`config.mk`:
```
export PLATFORM = sky130hd
export DESIGN_NAME = parity_chain_top
export DESIGN_NICKNAME = d
export VERILOG_FILES = /design/src/rtl/parity_chain_pkg.sv /design/src/rtl/parity_align.sv /design/src/rtl/parity_judge.sv /design/src/rtl/parity_chain_top.sv
export SDC_FILE = /design/constraint.sdc
export NUM_CORES = 1
export LEC_CHECK = 0
export ABC_AREA = 1
export BUFFER_PORTS_ARGS = -buffer_cell sky130_fd_sc_hd__buf_2
export CORE_AREA = 2 2 39 41
export CTS_BUF_LIST = sky130_fd_sc_hd__clkbuf_4 sky130_fd_sc_hd__clkbuf_8 sky130_fd_sc_hd__clkbuf_16
export DETAILED_ROUTE_END_ITERATION = 7
export DIE_AREA = 0 0 41 43
export GPL_TIMING_DRIVEN = 0
export SYNTH_ARGS = -nofsm -noshare
export SYNTH_HDL_FRONTEND = slang
export SYNTH_SLANG_ARGS = --single-unit
```
`constraint.sdc`:
```
create_clock -name clk -period 1.05 [get_ports clk]
set_clock_uncertainty 0.1 [all_clocks]
set_input_delay 0.21 -clock clk [delete_from_list [all_inputs] [get_ports clk]]
set_output_delay 0.21 -clock clk [all_outputs]
set_load 0.1 [all_outputs]
```
`src/rtl/parity_chain_pkg.sv`:
```
package parity_chain_pkg;
    localparam int DATA_W = 10;

    typedef struct packed {
        logic word_par;   // parity of the held word
        logic late_par;   // parity bit captured one edge later
    } pair_t;

    function automatic logic word_parity(input logic [DATA_W-1:0] w);
        return ^w;
    endfunction
endpackage

```
`src/rtl/parity_align.sv`:
```
module parity_align
    import parity_chain_pkg::*;
#(
    parameter int W = DATA_W
) (
    input  logic         clk,
    input  logic         rst,
    input  logic [W-1:0] data_in,
    input  logic         par_bit,
    output pair_t        pair_q
);
    logic fresh_par_q;

    always_ff @(posedge clk) begin
        if (rst) begin
            fresh_par_q <= 1'b0;
            pair_q      <= '0;
        end else begin
            fresh_par_q     <= ^data_in;
            pair_q.word_par <= fresh_par_q;
            pair_q.late_par <= par_bit;
        end
    end
endmodule

```
`src/rtl/parity_judge.sv`:
```
module parity_judge
    import parity_chain_pkg::*;
(
    input  logic  clk,
    input  logic  rst,
    input  pair_t pair_q,
    input  logic  fold_bit,
    input  logic  err_mask,
    output logic  err_q
);
    always_ff @(posedge clk) begin
        if (rst)
            err_q <= 1'b0;
        else
            err_q <= ~err_mask & (pair_q.word_par ^ pair_q.late_par ^ fold_bit);
    end


    mask_hold_chk: assert property (@(posedge clk) disable iff (rst)
        err_mask |=> !err_q);


    rise_src_chk: assert property (@(posedge clk) disable iff (rst)
        $rose(err_q) |-> $past(!err_mask));
endmodule

```
`src/rtl/parity_chain_top.sv`:
```
module parity_chain_top
    import parity_chain_pkg::*;
(
    input  logic              clk,
    input  logic              rst,
    input  logic [DATA_W-1:0] data_in,
    input  logic              par_bit,
    input  logic              dir_in,
    input  logic              par_io_in,
    output logic              par_io_out,
    output logic              par_io_oe,
    input  logic              err_mask,
    input  logic              out_off,
    output logic              err_pull
);
    pair_t pair_q;
    logic  fold_bit;
    logic  err_q;

    parity_align #(.W(DATA_W)) u_align (
        .clk     (clk),
        .rst     (rst),
        .data_in (data_in),
        .par_bit (par_bit),
        .pair_q  (pair_q)
    );

    assign fold_bit = dir_in & par_io_in;

    parity_judge u_judge (
        .clk      (clk),
        .rst      (rst),
        .pair_q   (pair_q),
        .fold_bit (fold_bit),
        .err_mask (err_mask),
        .err_q    (err_q)
    );

    assign par_io_out = pair_q.word_par ^ pair_q.late_par;
    assign par_io_oe  = ~dir_in;
    assign err_pull   = err_q & ~out_off;

    // cycles since reset, saturating, for the checks below
    logic [1:0] warm_q;
    always_ff @(posedge clk) begin
        if (rst)
            warm_q <= 2'd0;
        else if (warm_q != 2'd3)
            warm_q <= warm_q + 2'd1;
    end


    partial_sum_chk: assert property (@(posedge clk) disable iff (rst)
        (warm_q >= 2'd2) |-> (par_io_out == (word_parity($past(data_in, 2)) ^ $past(par_bit))));


    release_chk: assert property (@(posedge clk) disable iff (rst)
        out_off |-> !err_pull);


    port_dir_chk: assert property (@(posedge clk) disable iff (rst)
        dir_in |-> !par_io_oe);
endmodule

```
======== Word level (Yosys, flattened, before mapping) ========
Cells that the tools add are included.
storage, ports and cells
  output and inout bits ................... 3
  word-level logic and storage cells ...... 13
  bits of input ports ..................... 17
  register bits after elaboration ......... 4
cells by class
  reductions and logical operators ........ 1
  bitwise operators ....................... 8
operators with widths
  cell                  number
  XOR reduction 10 bit  1
  AND 1 bit             3
  NOT 1 bit             3
  XOR 1 bit             2

======== Logic depth before layout (Yosys ltp) ========
  word-level depth ........................ 3
  depth in mapped cells ................... 9
  gate-level depth less buffers ........... 9

======== By module ========
Synthesis repeated with hierarchy kept, for this count alone.
second synthesis, totals
  cell total of the unflattened synthesis .. 61
  area, all modules ....................... 329.1 um^2
by module, submodules not included
  module            instances  seq. area each (um^2)  cells each  area each (um^2)
  parity_align      1          60.1                   40          231.5
  parity_judge      1          20.0                   11          60.1
  parity_chain_top  1          0.0                    10          37.5

======== Least setup slack after synthesis ========
OpenSTA, ideal clock, no wires.
  path kind ............................... reg2reg
  start ................................... reg, netlist name u_align.pair_q[0]
  end ..................................... reg u_judge.err_q
  arrival ................................. 2176 ps
  slack ................................... -1305 ps
  cell stages (with the launch flop) ...... 4
  period minus slack after synthesis ...... 2355 ps
  cells stage by stage .................... dfxtp_1 xor2_1 xnor2_1 nor3b_1
on the way
  cells in the longest elaborated chain, start to end .. 3
ends and longest elaborated chain
  element               line                    source
  XOR 1 bit             -
  named net par_io_out  parity_chain_top.sv:10  output logic par_io_out,
  XOR 1 bit             parity_judge.sv:15      err_q <= ~err_mask & (pair_q.word_par ^ pair_q.late_par ^ fold_bit);
  AND 1 bit             parity_judge.sv:15
  to (signal assigned)  parity_judge.sv:15
  to (decl)             parity_judge.sv:9       output logic err_q
The timed path passes the listed nets, and every way through them passes these cells.
A chain may end at the register's enable or synchronous reset.

======== Worst setup path in the final report ========
  start ................................... reg, netlist name u_align.pair_q[1]
  end ..................................... out par_io_out
on the way
  cells in the longest elaborated chain, start to end .. 1
ends and longest elaborated chain
  element    line                    source
  XOR 1 bit  parity_chain_top.sv:39  assign par_io_out = pair_q.word_par ^ pair_q.late_par;
  to (decl)  parity_chain_top.sv:10
No other way between the ends.

==> results.ini <==
[final_layout]
fillers=159
drive_gt1_share_pct=37.8
multiInputGateArea_um2=246
utilization_pct=40.8
antennaDiodeCount=0
seq_area_um2=83.8
syn_to_final_growth_pct=62.2
nets=109

[global_routing]
antenna_found_initial=0
grt_max_degree=5
grt_pass1_vias=403
overflow=0
grt.total_usage_pct=10.4
grt_pass1_wl_um=1250

[min_path]
hp-class=in2reg
hold_path_depth=2

[detailed_routing]
drc=0
ant_nets=0
drt-initial-drc-count=6
via_per_inst=4.03
wl_per_cell_um=6.61
dr.pass1.iters=4
wl_um=701
vias=427

[floorplanning]
core_um2=1380
io_pins=20
die_w_um=41
dieArea_um2=1760
die_h_um=43
start_util_pct=25.1
num_rows=14

[worst_setup_path]
crit_path_end_kind=output port
startpoint_type=register
cp_num_buf_inv=1
cpPeakStageDelay_ps=350
cp_top_family=flip-flops
path_depth=2
critical_path.max_fanout=2
path_cells=xor2_4, buf_12
cp_data_arrival_time_ps=960
cp.required_ps=740
cpMaxStageDelayCell=dfxtp_2
path_class=reg2out
worstRegToRegCells=4

[synth]
syn_inst=67
synthTopCellsByArea=nand2_1 39%, dfxtp_1 23%, inv_1 15%
netlist_area_um2=348
synth.top_cell.area_share_pct=38.8
seq_area_frac_synth_pct=23.0
syn_area_per_cell_um2=5.19
synth_cell_types=11
synth_area_leader_cell=nand2_1
ys_warn_count=0
syn_nets=84
ys_ff_latch=4

[outcome]
violations=setup timing
outcome=finished, violations left

[sta]
worst_pin_slew_ps=278
max_freq_mhz=785
finalWorstPathRequiredPeriod_ps=1270
fin_crit_sh_pct=121
maxSlewHeadroom_pct=81.6
hold_viol_final=0
post-route-worst-setup-slack_ps=-224
maxSlewViolCount=0
rsz0062_at_grt=true
setup-violations-final=3

[pwr]
p_leak_nw=0.346
max-vdd-ir-drop_uv=401
power_density_nw_per_um2=1090

[placement]
routabilityCongestion=0.700
dpl_worst_slack_ps=-212
place_hpwl_um=614
io_buffers=19

[clock_network]
ctsHoldBuffers=0
cts_tree=built
cts-buffers-inserted=3
clock_latency_ps=230
clk_pin_slew_ps=40
cts_buffer_depth=2
htree_levels=1
cts.sinks=4
clockRootBuffer=clkbuf_4

[run]
maxCapViolations=0

-- cell usage after synthesis --
library cell / n
dfxtp_1: 4
xor2_1: 2
nand2_2: 1
a21oi_1: 1
inv_1: 14
nand3_2: 1
nor2_1: 5
nand2_1: 36
xnor2_1: 1
nor3b_1: 1
nor2_2: 1
-- registers in the layout, indices dropped and copies added (netlist names) --
register	cells
u_align.fresh_par_q	1
u_align.pair_q	2
u_judge.err_q	1
-- cell type report --
type / instances / area share [%]
sequential: 4 / 14.9
inverter: 14 / 9.98
multi-input combinational: 49 / 43.7
tap: 16 / 3.55
clock buffer: 3 / 3.99
timing repair buffer: 20 / 23.9
-- where the power goes --
| group | total (mW) | internal (mW) | switching (mW) |
|---|---|---|---|
| clock network | 0.188 | 0.128 | 0.0608 |
| logic | 0.253 | 0.103 | 0.150 |
| registers | 0.176 | 0.167 | 0.00864 |
| total | 0.617 | 0.398 | 0.219 |
-- cell families (layout without fill, tap and decap cells) --
family | count (synthesis) | count (layout) | synth area share [%]
AOI/OAI and AO/OA | 1 | 1 | 1.44
buffers and inverters | 14 | 37 | 15.1
DFF | 4 | 4 | 23.0
and+or+nand+nor | 45 | 45 | 52.9
xor gates and xnor gates | 3 | 3 | 7.56
-- stage by stage --
stage	setup TNS, ps	total power, mW	cells	instance area, um2	hold slack [ps]
floorplan	-697	0.339	67	385	174
global placement	-395	0.395	102	500	280
detailed placement	-426	0.400	102	500	287
CTS	-438	0.632	106	564	27.6
global route	-525	0.673	106	564	25.7
finish	-401	0.617	106	564	37.2
-- layout by cell type (no fill, tap or decap), drive strengths merged --
| cell | instances |
|---|---|
| nand2 | 37 |
| buf | 20 |
| inv | 13 |
| nor2 | 6 |
| dfxtp | 4 |
| clkbuf | 3 |
| xor2 | 2 |
| xnor2 | 1 |
| nor3b | 1 |
| a21oi | 1 |
| nand3 | 1 |
| clkinvlp | 1 |
-- repair_timing --
item,4_1_cts,5_1_grt
endpoints found under the setup margin,3,3
pin swaps,1,0
resized for setup,11,0
buffers inserted,1,0
-- layer usage --
layer | track usage (%) | part of all wire [%] | vias to the layer above
met5 | 0 | 0 | -
met4 | 8.00 | 0 | 0
met3 | 3.14 | 8.0 | 0
met2 | 18.4 | 50 | 14
met1 | 8.65 | 41 | 176
li1 | - | - | 237
-- final timing paths --
path | startpoint | to | slack [ps]
setup / recovery | u_align.pair_q[1] | par_io_out | -220
hold / removal | err_mask | u_judge.err_q | 40
setup reg to reg | u_align.pair_q[0] | u_judge.err_q | -70
hold reg to reg | u_align.fresh_par_q | u_align.pair_q[1] | 290
Power figures use the tool's default switching activity.
